==> src/rtl/ser8_pkg.sv <==
package ser8_pkg;
  localparam int CTL_W      = 8;
  localparam int BIT_RUN    = 0;
  localparam int BIT_FLAG   = 1;
  localparam int BIT_IE     = 2;
  localparam int BIT_SEL_LO = 3;
  localparam int BIT_EXT    = 5;

  typedef struct packed {
    logic       ext;
    logic [1:0] sel;
    logic       ie;
    logic       flag;
    logic       run;
  } ctl_t;

  // system clocks per shift-clock half period for each divider select
  function automatic int half_period(input logic [1:0] sel);
    case (sel)
      2'd0:    return 1;
      2'd1:    return 4;
      2'd2:    return 16;
      default: return 32;
    endcase
  endfunction
endpackage

==> src/rtl/ser8_clkgen.sv <==
module ser8_clkgen #(
  parameter int DIV_W  = 6,
  parameter int SYNC_N = 2
) (
  input  logic       clk,
  input  logic       rst,
  input  logic       run,
  input  logic       ext_mode,
  input  logic [1:0] sel,
  input  logic       ext_sck,
  output logic       fall_ev,
  output logic       rise_ev,
  output logic       sck_out
);
  localparam int CHAIN = SYNC_N + 1;

  logic [DIV_W-1:0] div_cnt;
  logic [DIV_W-1:0] half_m1;
  logic             sck_q;
  logic [CHAIN-1:0] sync_q;
  logic             tick;
  logic             ext_fall, ext_rise;

  assign half_m1 = DIV_W'(ser8_pkg::half_period(sel) - 1);
  assign tick    = run && !ext_mode && (div_cnt == half_m1);

  // sync_q[SYNC_N-1] is the synchronized level, sync_q[SYNC_N] its previous value
  assign ext_fall = run && ext_mode && sync_q[SYNC_N] && !sync_q[SYNC_N-1];
  assign ext_rise = run && ext_mode && !sync_q[SYNC_N] && sync_q[SYNC_N-1];

  assign fall_ev = (tick && sck_q) || ext_fall;
  assign rise_ev = (tick && !sck_q) || ext_rise;
  assign sck_out = sck_q;

  always_ff @(posedge clk) begin
    if (rst) begin
      sync_q  <= '1;
      div_cnt <= '0;
      sck_q   <= 1'b1;
    end else begin
      sync_q <= {sync_q[CHAIN-2:0], ext_sck};
      if (!run || ext_mode) begin
        div_cnt <= '0;
        sck_q   <= 1'b1;
      end else if (tick) begin
        div_cnt <= '0;
        sck_q   <= ~sck_q;
      end else begin
        div_cnt <= div_cnt + 1'b1;
      end
    end
  end


  edge_excl_chk: assert property (@(posedge clk) disable iff (rst)
    $onehot0({fall_ev, rise_ev}));


  ext_idle_chk: assert property (@(posedge clk) disable iff (rst)
    (ext_mode && $past(ext_mode)) |-> sck_out);
endmodule

==> src/rtl/ser8_shifter.sv <==
module ser8_shifter #(
  parameter int DATA_W = 8
) (
  input  logic              clk,
  input  logic              rst,
  input  logic              start,
  input  logic              run,
  input  logic              fall_ev,
  input  logic              rise_ev,
  input  logic              data_we,
  input  logic [DATA_W-1:0] wdata,
  input  logic              sin,
  output logic [DATA_W-1:0] shreg,
  output logic              sout,
  output logic              done_ev
);
  localparam int CNT_W = $clog2(DATA_W);
  localparam logic [CNT_W-1:0] LAST = CNT_W'(DATA_W - 1);

  logic [CNT_W-1:0] bit_cnt;

  assign done_ev = rise_ev && (bit_cnt == LAST);

  always_ff @(posedge clk) begin
    if (rst) begin
      shreg   <= '0;
      bit_cnt <= '0;
      sout    <= 1'b1;
    end else begin
      if (start)
        bit_cnt <= '0;
      else if (rise_ev)
        bit_cnt <= (bit_cnt == LAST) ? '0 : bit_cnt + 1'b1;

      if (rise_ev)
        shreg <= {sin, shreg[DATA_W-1:1]};
      else if (data_we && !run)
        shreg <= wdata;

      if (fall_ev)
        sout <= shreg[0];
    end
  end


  tx_bit_chk: assert property (@(posedge clk) disable iff (rst)
    fall_ev |=> (sout == $past(shreg[0])));


  rx_msb_chk: assert property (@(posedge clk) disable iff (rst)
    rise_ev |=> (shreg[DATA_W-1] == $past(sin)));


  busy_write_chk: assert property (@(posedge clk) disable iff (rst)
    (run && data_we && !rise_ev) |=> $stable(shreg));
endmodule

==> src/rtl/ser8_ctrl.sv <==
module ser8_ctrl
  import ser8_pkg::*;
(
  input  logic             clk,
  input  logic             rst,
  input  logic             ctl_we,
  input  logic [CTL_W-1:0] ctl_wdata,
  input  logic             done_ev,
  output ctl_t             ctl,
  output logic             start,
  output logic             irq
);
  logic stop_wr;
  ctl_t ctl_d;

  assign start   = ctl_we && ctl_wdata[BIT_RUN] && !ctl.run;
  assign stop_wr = ctl_we && !ctl_wdata[BIT_RUN];

  always_comb begin
    ctl_d = ctl;
    if (done_ev)     ctl_d.run = 1'b0;
    else if (ctl_we) ctl_d.run = ctl_wdata[BIT_RUN];

    if (done_ev && !stop_wr)              ctl_d.flag = 1'b1;
    else if (ctl_we && !ctl_wdata[BIT_FLAG]) ctl_d.flag = 1'b0;

    if (ctl_we) begin
      ctl_d.ie  = ctl_wdata[BIT_IE];
      ctl_d.sel = ctl_wdata[BIT_SEL_LO+1:BIT_SEL_LO];
      ctl_d.ext = ctl_wdata[BIT_EXT];
    end
  end

  always_ff @(posedge clk) begin
    if (rst) begin
      ctl <= '0;
      irq <= 1'b0;
    end else begin
      ctl <= ctl_d;
      irq <= ctl_d.flag && ctl_d.ie;
    end
  end


  flag_set_chk: assert property (@(posedge clk) disable iff (rst)
    (done_ev && !stop_wr) |=> (ctl.flag && !ctl.run));


  stop_suppress_chk: assert property (@(posedge clk) disable iff (rst)
    (done_ev && stop_wr && !ctl.flag) |=> !ctl.flag);


  ie_late_chk: assert property (@(posedge clk) disable iff (rst)
    (ctl_we && ctl_wdata[BIT_IE] && ctl_wdata[BIT_FLAG] && ctl.flag) |=> irq);


  irq_cause_chk: assert property (@(posedge clk) disable iff (rst)
    $rose(irq) |-> $past(done_ev || ctl_we));
endmodule

==> src/rtl/ser8_shift_unit.sv <==
module ser8_shift_unit
  import ser8_pkg::*;
#(
  parameter int DATA_W = 8,
  parameter int DIV_W  = 6,
  parameter int SYNC_N = 2
) (
  input  logic              clk,
  input  logic              rst,
  input  logic              data_we,
  input  logic [DATA_W-1:0] data_wdata,
  output logic [DATA_W-1:0] data_rdata,
  input  logic              ctl_we,
  input  logic [CTL_W-1:0]  ctl_wdata,
  output logic [CTL_W-1:0]  ctl_rdata,
  input  logic              sin,
  output logic              sout,
  input  logic              ext_sck,
  output logic              sck_out,
  output logic              irq
);
  localparam int CTL_USED = $bits(ctl_t);

  ctl_t ctl;
  logic start, fall_ev, rise_ev, done_ev;

  ser8_ctrl u_ctrl (
    .clk       (clk),
    .rst       (rst),
    .ctl_we    (ctl_we),
    .ctl_wdata (ctl_wdata),
    .done_ev   (done_ev),
    .ctl       (ctl),
    .start     (start),
    .irq       (irq)
  );

  ser8_clkgen #(.DIV_W(DIV_W), .SYNC_N(SYNC_N)) u_clkgen (
    .clk      (clk),
    .rst      (rst),
    .run      (ctl.run),
    .ext_mode (ctl.ext),
    .sel      (ctl.sel),
    .ext_sck  (ext_sck),
    .fall_ev  (fall_ev),
    .rise_ev  (rise_ev),
    .sck_out  (sck_out)
  );

  ser8_shifter #(.DATA_W(DATA_W)) u_shifter (
    .clk     (clk),
    .rst     (rst),
    .start   (start),
    .run     (ctl.run),
    .fall_ev (fall_ev),
    .rise_ev (rise_ev),
    .data_we (data_we),
    .wdata   (data_wdata),
    .sin     (sin),
    .shreg   (data_rdata),
    .sout    (sout),
    .done_ev (done_ev)
  );

  assign ctl_rdata = {{(CTL_W-CTL_USED){1'b0}}, ctl};
endmodule

==> config.mk <==
export PLATFORM = sky130hd
export DESIGN_NAME = ser8_shift_unit
export DESIGN_NICKNAME = d
export VERILOG_FILES = /design/src/rtl/ser8_pkg.sv /design/src/rtl/ser8_clkgen.sv /design/src/rtl/ser8_shifter.sv /design/src/rtl/ser8_ctrl.sv /design/src/rtl/ser8_shift_unit.sv
export SDC_FILE = /design/constraint.sdc
export NUM_CORES = 1
export LEC_CHECK = 0
export CAP_MARGIN = 20
export CORE_MARGIN = 5
export CORE_UTILIZATION = 40
export CTS_CLUSTER_SIZE = 14
export DETAILED_ROUTE_END_ITERATION = 7
export PLACE_DENSITY_LB_ADDON = 0.15
export RECOVER_POWER = 100
export SYNTH_ARGS = -nofsm -noshare
export SYNTH_HDL_FRONTEND = slang
export SYNTH_SLANG_ARGS = --single-unit
==> constraint.sdc <==
create_clock -name clk -period 2.2 [get_ports clk]
set_input_delay 0.44 -clock clk [delete_from_list [all_inputs] [get_ports clk]]
set_output_delay 0.44 -clock clk [all_outputs]
set_load 0.02 [all_outputs]
# Word-level counts from Yosys, hierarchy flattened
# Cells that the tools add are included.
dict set report op_classes {
  n_bitwise 1
  n_addsub 3
  n_eq_ne 4
  muxes 7
  n_reduce_logical 34
}
# op n
set op_table {}
lappend op_table {{$pmux W6 S3} 1}
lappend op_table {{$logic_and A1 B1 Y1} 17}
lappend op_table {{$mux W8} 2}
lappend op_table {{$logic_not A1 Y1} 8}
lappend op_table {{$add A6 B1 Y6 const B} 1}
lappend op_table {{$eq A6 B6 Y1} 1}
lappend op_table {{$reduce_or A2 Y1} 3}
lappend op_table {{$sub A6 B1 Y6 const B} 1}
lappend op_table {{$add A3 B1 Y3 const B} 1}
lappend op_table {{$eq A3 B3 Y1 const B} 1}
lappend op_table {{$logic_or A1 B1 Y1} 3}
lappend op_table {{$mux W1} 3}
lappend op_table {{$mux W3} 1}
lappend op_table {{$reduce_or A3 Y1} 1}
lappend op_table {{$eq A2 B1 Y1 const B} 1}
lappend op_table {{$eq A2 B2 Y1 const B} 1}
lappend op_table {{$logic_not A2 Y1} 1}
lappend op_table {{$reduce_bool A2 Y1} 1}
lappend op_table {{$not A1 Y1} 1}
dict set report word_totals {
  register_bits 29
  out_inout_bits 19
  elab_cells 61
  input_bits 22
}

# Longest topological paths before layout
# Gate-level depths: netlist of run 1.
dict set report logic_depth {
  depth_word 11
  mapped_depth 7
  mapped_depth_nobuf 7
}

# Cells and area by module
# From an unflattened synthesis of run 1, not the netlist that was laid out.
dict set report unflattened {
  hier_cells 139
  hier_area_um2 1450.1
}
# module area_per_inst_um2 cells_per_inst instances
set modules_own_cells {}
lappend modules_own_cells {ser8_shifter 653.1 64 1}
lappend modules_own_cells {ser8_clkgen 503.0 49 1}
lappend modules_own_cells {ser8_ctrl 275.3 23 1}
lappend modules_own_cells {ser8_shift_unit 18.8 3 1}

# Least setup slack after synthesis of run 1
# No wires, ideal clock.
dict set report synth_timing {
  path_type {register to register}
  startpoint {register, netlist name u_ctrl.ctl[3]}
  endpoint {register u_shifter.shreg[0]}
  setup_time_ns 0.121
  path_stages_with_launch 8
  setup_slack_ns 0.001
  t_arrival_ns 2.077
  cell_sequence {dfxtp_1 or2_4 ha_1 xnor2_1 a31oi_2 nand3_2 o21ai_4 mux2_4}
}
dict set report synth_between {
  elab_chain_len 8
  elab_cells_between_ends 11
  classes_between {add/sub (1); eq/ne (3); mux (2); reduce/logical (5)}
}
# element line_no
set synth_rtl {}
lappend synth_rtl {{$eq A2 B2 Y1 (tied with other cells)} ser8_pkg.sv:19} ;# case (sel)
lappend synth_rtl {{$pmux W6 S3 *} ser8_pkg.sv:19}
lappend synth_rtl {{$sub A6 B1 Y6 *} ser8_clkgen.sv:24} ;# assign half_m1 = DIV_W'(ser8_pkg::half_period(sel) - 1);
lappend synth_rtl {{$eq A6 B6 Y1 *} ser8_clkgen.sv:25} ;# assign tick = run && !ext_mode && (div_cnt == half_m1);
lappend synth_rtl {{$logic_and A1 B1 Y1 *} ser8_clkgen.sv:25}
lappend synth_rtl {{$logic_and A1 B1 Y1 *} ser8_clkgen.sv:32} ;# assign rise_ev = (tick && !sck_q) || ext_rise;
lappend synth_rtl {{$logic_or A1 B1 Y1 *} ser8_clkgen.sv:32}
lappend synth_rtl {{$mux W8 or $reduce_bool A2 Y1 (tied branches)} --}
lappend synth_rtl {{end signal, assigned} ser8_shifter.sv:36} ;# shreg <= {sin, shreg[DATA_W-1:1]};
lappend synth_rtl {{end signal, assigned} ser8_shifter.sv:38} ;# shreg <= wdata;
lappend synth_rtl {{end, declared} ser8_shifter.sv:13} ;# output logic [DATA_W-1:0] shreg,
# Mark *: on every way between the ends. The rest lies on a longest branch, timed or not.
# A chain may end at the register's enable or synchronous reset.

# Worst setup path in the final report of run 1
dict set report layout_timing {
  startpoint {register, netlist name u_ctrl.ctl[4]}
  endpoint {register u_shifter.shreg[3]}
}
dict set report layout_between {
  elab_chain_len 8
  elab_cells_between_ends 11
  classes_between {add/sub (1); eq/ne (3); mux (2); reduce/logical (5)}
}
# element line_no
set layout_rtl {}
lappend layout_rtl {{$eq A2 B2 Y1 (tied with other cells)} ser8_pkg.sv:19}
lappend layout_rtl {{$pmux W6 S3 *} ser8_pkg.sv:19}
lappend layout_rtl {{$sub A6 B1 Y6 *} ser8_clkgen.sv:24}
lappend layout_rtl {{$eq A6 B6 Y1 *} ser8_clkgen.sv:25}
lappend layout_rtl {{$logic_and A1 B1 Y1 *} ser8_clkgen.sv:25}
lappend layout_rtl {{$logic_and A1 B1 Y1 *} ser8_clkgen.sv:32}
lappend layout_rtl {{$logic_or A1 B1 Y1 *} ser8_clkgen.sv:32}
lappend layout_rtl {{$mux W8 or $reduce_bool A2 Y1 (tied branches)} --}
# Marked as above.

==> reports/results.ini, run 1 <==
[routing]
drcViolationCount=0
routed_via_density=4.81
wirelength_mm=2.97
wl_per_cell_um=12.3
drt_iter0_drc=48
ant_nets=0
dr.pass1.iters=4
via_count=1160

[clock_network]
path_clk_slew_ns=0.06
clock_sinks=29
cts_tree=built
htreeDepth=2
cts_root_buf=clkbuf_8
cts_made_buffers=5
clockBufferDepth=2
ctsHoldBuffers=0
clk-insertion-delay-late_ns=0.27

[floorplanning]
die_x_um=71.5
placeableCoreArea_um2=3660
dieArea_um2=5110
rows=22
initial_core_util_pct=41.3
io_pins=41
die_h_um=71.5

[synthesis]
synth_flop_cell=dfxtp_1
synth_mux_area_share_pct=18.5
synthDistinctLibCells=37
synth_top_area_share_pct=38.4
yosys.area.top_type=dfxtp_1
synth_area_leaders=dfxtp_1 38%, mux2i_1 11%, mux2_4 7.9%, nor2_1 6.2%, and2b_2 3.5%
ys_warn_count=0
synth_compound_area_share_pct=6.70
synth_xor_area_share_pct=3.47
ys_ff_latch=29
synth_most_common_cell=dfxtp_1
synth.avg_cell_area_um2=9.89
synth_fa_ha_area_share_pct=4.05
synth_top_family_by_area=simple AND/OR/NAND/NOR gates
netlist_area_um2=1510
async_flop_share_pct=0
syn_inst=153
synthSimpleGateAreaFrac_pct=24.1
synth_edf_count=0
synth_seq_area_share_pct=38.4
synth_common_cells=29 x dfxtp_1, 25 x nor2_1, 16 x mux2i_1

[setup_path]
critPathMaxFanout=9
cp-startpoint=u_ctrl.ctl[4]
startpoint_type=flop
path_cells=or2_4 > ha_1 > xnor2_1 > a31oi_2 > nand3_2 > o21ai_4 > buf_12 > mux2_4
crit-reg2reg-launch=u_ctrl.ctl[4]
cp_top_family=simple AND/OR/NAND/NOR gates
worstPathArrival_ns=2.26
slowest_delay_ns=0.33
worstPathRequired_ns=2.36
path_buf_inv=1
worstSetupPathType=flop to flop
cp-end-kind=flop
cpMaxStageDelayCell=dfxtp_1

[min_path]
hold_path_class=flop to flop
min-delay-start=u_clkgen.sync_q[0]

[pwr]
power_mw=1.20
leakagePower_nw=0.847
peakVddDrop_v=0.000328
p_per_area_nw_per_um2=595

[placed_design]
gp_congestion=0.729
numPortBuffers=36
dp_hpwl_mm=2.25

[cells_and_area]
antenna_cells=0
nNetsFinal=219
drive_gt1_share_pct=18.7
syn_to_final_growth_pct=33.3
nFillCells=334

[timing]
fin_crit_ns=2.09
fmax_mhz=477
rsz0062_at_grt=no
skew_ns=0.00379
finalCritPeriodShare_pct=95.2
setup_viol=0
hold_viol=0
slew_violations=0
tns_ns=0
hold_slack_ns=0.413

[global_routing]
grt_first_pass_wirelength_mm=5.09
grt_pass1_vias=1194
overflow=0
grt_usage_pct=12.6
antenna_found_initial=0
grt_max_degree=31

[status]
status=finished, final reports clean

[run]
cap_viol_max_count=0

[final cells by class]
class / instances / area (um^2) / area share, %
clock buffer: 7 / 86.3 / 4.28
inverter: 3 / 11.3 / 0.559
multi-input combinational: 113 / 867 / 43.0
sequential: 29 / 581 / 28.8
tap: 48 / 60.1 / 2.98
timing repair buffer: 41 / 410 / 20.4
[kinds of logic after synthesis]
kind of cell    Yosys count
simple gates             64
buf+inv                  12
flops                    29
fa+ha+maj                 5
xor+xnor                  6
mux                      24
compound gates           12
other cells               1
[power by group]
group,internal (mW),switching (mW),total [mW]
sequential,0.546,0.0170,0.563
combinational,0.113,0.0966,0.210
clock,0.247,0.180,0.427
total,0.906,0.293,1.20
[metrics by stage]
| stage | instances | util (%) | worst slack, ns | instance area, um^2 |
|---|---|---|---|---|
| floorplan | 154 | - | 0.00145 | 1520 |
| global placement | 234 | 52.7 | 0.136 | 1930 |
| detailed placement | 234 | 52.7 | 0.0985 | 1930 |
| CTS | 241 | 55.1 | 0.0903 | 2020 |
| global route | 241 | 55.1 | 0.00486 | 2020 |
| finish | 241 | 55.1 | 0.106 | 2020 |
[cell usage in the layout (no fill, tap or decap), types with 2 or more instances in the layout]
| cell type | instances |
|---|---|
| and2b_1 | 2 |
| xnor2_1 | 4 |
| dfxtp_1 | 29 |
| clkdlybuf4s50_1 | 17 |
| mux2_4 | 8 |
| nand3_1 | 5 |
| o21ai_0 | 5 |
| clkbuf_8 | 6 |
| nand2_1 | 7 |
| nor2_1 | 25 |
| buf_4 | 4 |
| mux2i_1 | 16 |
| ha_1 | 4 |
| xor2_1 | 2 |
| inv_1 | 2 |
| and2b_2 | 6 |
| conb_1 | 2 |
| nand2b_1 | 4 |
| nand3b_1 | 3 |
| nand4b_1 | 2 |
| dlygate4sd3_1 | 19 |
| or2_2 | 3 |
[repair_timing]
item | 4_1_cts | 5_1_grt
buffers inserted | 0 | 0
resized for setup | 0 | 0
setup endpoints to repair | 0 | 1
[worst paths after layout]
check / to / slack (ns) / depth (start not counted)
setup / recovery: u_shifter.shreg[3] / 0.11 / 8
hold / removal: u_clkgen.sync_q[1] / 0.41 / 1
setup reg to reg: u_shifter.shreg[3] / 0.11 / 8
hold reg to reg: u_clkgen.sync_q[1] / 0.41 / 1
[per-layer routing]
layer  vias to the layer above  GRT usage [%]  part of all wire (%)
met3                         5           4.07                   6.8
li1                        591              -                     -
met5                         -              0                     0
met2                        26           21.6                    48
met4                         0           7.52                   2.2
met1                       538           13.4                    43
[registers in the layout, summed over array words and instances, names as in the netlist]
register and flops:
u_shifter.shreg 8, u_ctrl.ctl 6, u_clkgen.div_cnt 6, u_clkgen.sync_q 3
u_clkgen.sck_out 1, u_shifter.sout 1, u_ctrl.irq 1, u_shifter.bit_cnt 3
[worst reg2reg max path: cells and delay by family (launching register included)]
family                     cells  cell delay [ns]
and+or+nand+nor                2             0.39
muxes                          1             0.30
AOI/OAI and AO/OA              2             0.37
adders and majority gates      1             0.30
buffers and inverters          1             0.15
xor gates and xnor gates       1             0.14
DFF                            1             0.33
Note: power is estimated with default switching activity, not from simulation.
==> inputs of run 2 (changes only) <==
Settings changed: CORE_MARGIN 5 to 10, CTS_CLUSTER_DIAMETER from default to 150.
==> run 2 against run 1 <==
Sequential share of layout area decreased by 1.2 points. Critical path depth stayed put. Combinational power up 6%. Worst setup slack gained 0.0022 ns. Power up 20%. Global-route usage fell by 1.4 points. Worst hold slack better by 0.011 ns. Sequential cell count unchanged. Critical path type unchanged. Highest routed layer unchanged.
==> reports/results.ini, run 2 (same netlist as run 1, synthesis figures left out) <==
[status]
status=finished, final reports clean  ; unchanged

[pwr]
combPwrFrac_pct=15.5  ; was 17.5%
intPower_mw=1.12  ; was 0.906 mW
p_sw_share_pct=22.7  ; was 24.4%
peakVddDrop_v=0.000490  ; was 0.000328 V
power_mw=1.45  ; was 1.20 mW
power.switching_mw=0.328  ; was 0.293 mW
p_seq_share_pct=38.9  ; was 46.9%
clkPwrFrac_pct=45.6  ; was 35.6%
p_per_area_nw_per_um2=688  ; was 595 nW/um^2
leakagePower_nw=0.891  ; was 0.847 nW

[setup_path]
cpMaxStageDelayCell=dfxtp_1  ; unchanged
cp-end-kind=flop  ; unchanged
startpoint_type=flop  ; unchanged
slowest_delay_ns=0.33  ; about the same
worstSetupPathType=flop to flop  ; unchanged
critPathMaxFanout=9  ; unchanged
cp_top_family=simple AND/OR/NAND/NOR gates  ; unchanged
path_cells=or2_4 > ha_1 > xnor2_1 > a31oi_2 > nand3_2 > o21ai_4 > buf_12 > mux2_4  ; unchanged
worstPathRequired_ns=2.37  ; was 2.36 ns
path_buf_inv=1  ; unchanged
worstPathArrival_ns=2.26  ; about the same
crit_cells=8  ; unchanged
rr_worst_depth=8  ; unchanged

[floorplanning]
io_pins=41  ; unchanged
die_x_um=81.5  ; was 71.5 um
initial_core_util_pct=41.3  ; unchanged
rows=22  ; unchanged
placeableCoreArea_um2=3660  ; unchanged
die_h_um=81.5  ; was 71.5 um
dieArea_um2=6640  ; was 5110 um^2

[timing]
worst_slew_pin_slew_ns=0.511
hold_viol=0  ; unchanged
tns_ns=0  ; unchanged
finalCritPeriodShare_pct=95.1  ; was 95.2%
slew_violations=0  ; unchanged
slew_headroom_pct=65.8
rsz0062_at_grt=no  ; unchanged
skew_ns=0.00753  ; was 0.00379 ns
setup_viol=0  ; unchanged
fmax_mhz=478  ; was 477 MHz
fin_crit_ns=2.09  ; about the same

[clock_network]
cts_tree=built  ; unchanged
clk-insertion-delay-late_ns=0.28  ; was 0.27 ns
path_clk_slew_ns=0.06  ; about the same
clock_sinks=29  ; unchanged
clockBufferDepth=2  ; unchanged
ctsHoldBuffers=0  ; unchanged
cts_root_buf=clkbuf_8  ; unchanged
cts_made_buffers=5  ; unchanged
htreeDepth=2  ; unchanged

[routing]
dr.pass1.iters=5  ; was 4
wirelength_mm=3.39  ; was 2.97 mm
wl_per_cell_um=13.7  ; was 12.3 um
via_count=1169  ; was 1,160
drt_iter0_drc=24  ; was 48
routed_via_density=4.73  ; was 4.81
drcViolationCount=0  ; unchanged
ant_nets=0  ; unchanged

[cells_and_area]
antenna_cells=0  ; unchanged
layout_commonest_cell=dfxtp_1  ; unchanged
largest-register=u_shifter.shreg  ; unchanged
drive_gt1_share_pct=21.6  ; was 18.7%
fin_area_um2=2100  ; was 2020 um^2
reg_top3=u_shifter.shreg: 8 flops, u_clkgen.div_cnt: 6 flops, u_ctrl.ctl: 6 flops  ; unchanged
nFillCells=346  ; was 334
syn_to_final_growth_pct=38.9  ; was 33.3%
largest_register_ffs=8  ; unchanged
nNetsFinal=224  ; was 219
mostFrequentLayoutCells=29 x dfxtp_1, 25 x nor2_1, 18 x clkdlybuf4s50_1, 18 x dlygate4sd3_1, 16 x mux2i_1  ; was 29 x dfxtp_1, 25 x nor2_1, 19 x dlygate4sd3_1

[global_routing]
grt_first_pass_wirelength_mm=5.69  ; was 5.09 mm
grt_usage_pct=11.2  ; was 12.6%
grt_max_degree=18  ; was 31
antenna_found_initial=0  ; unchanged
grt_pass1_vias=1210  ; was 1,194
overflow=0  ; unchanged

[placed_design]
dp_hpwl_mm=2.55  ; was 2.25 mm
placed_area_um2=1940  ; was 1930 um^2
numPortBuffers=36  ; unchanged
gp_congestion=0.750  ; was 0.729

[min_path]
whs_path_depth=1  ; unchanged
hold_path_class=flop to flop  ; unchanged

[run]
cap_viol_max_count=0  ; unchanged

run 2: cell types whose count changed in the layout (fill, tap and decap cells not counted), sizes merged:
cell,previous run,this run
bufinv,0,2
clkbuf,7,9
buf,5,6
clkdlybuf4s50,17,18
clkinv,0,1
dlygate4sd3,19,18
run 2: layout make-up:
type / count / area (um^2) / share of cell area [%]
multi-input combinational: 113 / 871 / 41.5
sequential: 29 / 581 / 27.6
timing repair buffer: 46 / 444 / 21.1
clock buffer: 5 / 68.8 / 3.28
clock inverter: 3 / 65.1 / 3.10
tap: 48 / 60.1 / 2.86
inverter: 3 / 11.3 / 0.536
run 2: power by group through the flow:
stage	Sequential [mW]	Combinational (mW)	Clock, mW
after floorplan	0.590	0.119	0
after global placement	0.574	0.217	0
after detailed placement	0.575	0.222	0
after CTS	0.564	0.224	0.674
after global routing	0.566	0.245	0.708
final	0.562	0.223	0.659
run 2: repair_timing:
| item | CTS | global route |
|---|---|---|
| endpoints found under the setup margin | 0 | 8 |
| buffers inserted | 0 | 3 |
| resized for setup | 0 | 1 |
run 2: worst paths after layout:
path | from | end | slack [ns]
min | u_clkgen.sync_q[0] | u_clkgen.sync_q[1] | 0.42
max reg2reg | u_ctrl.ctl[4] | u_shifter.shreg[2] | 0.11
max | u_ctrl.ctl[4] | u_shifter.shreg[2] | 0.11
min reg2reg | u_clkgen.sync_q[0] | u_clkgen.sync_q[1] | 0.42
run 2: stage by stage:
| stage | std cells | worst slack (ns) | utilization, % | hold WS (ns) |
|---|---|---|---|---|
| finish | 247 | 0.108 | 57.4 | 0.424 |
| global route | 247 | 0.0119 | 57.4 | 0.431 |
| floorplan | 154 | 0.00145 | - | 0.389 |
| detailed placement | 236 | 0.0867 | 53.1 | 0.408 |
| global placement | 236 | 0.138 | 53.1 | 0.399 |
| CTS | 244 | 0.0713 | 56.8 | 0.423 |
run 2: layer usage:
| layer | track usage, % | vias to the layer above | share of wire (%) |
|---|---|---|---|
| met2 | 19.0 | 29 | 50 |
| met3 | 6.33 | 2 | 8.8 |
| met4 | 4.15 | 0 | 0.65 |
| li1 | - | 609 | - |
| met5 | 0 | - | 0 |
| met1 | 11.2 | 529 | 41 |
run 2: worst register-to-register path, delay by kind of cell (launching register included):
family                     cells  cell delay, ns
and+or+nand+nor                2            0.39
xor gates and xnor gates       1            0.14
AOI/OAI and AO/OA              2            0.35
buffers and inverters          1            0.16
adders and majority gates      1            0.30
DFF                            1            0.33
muxes                          1            0.30
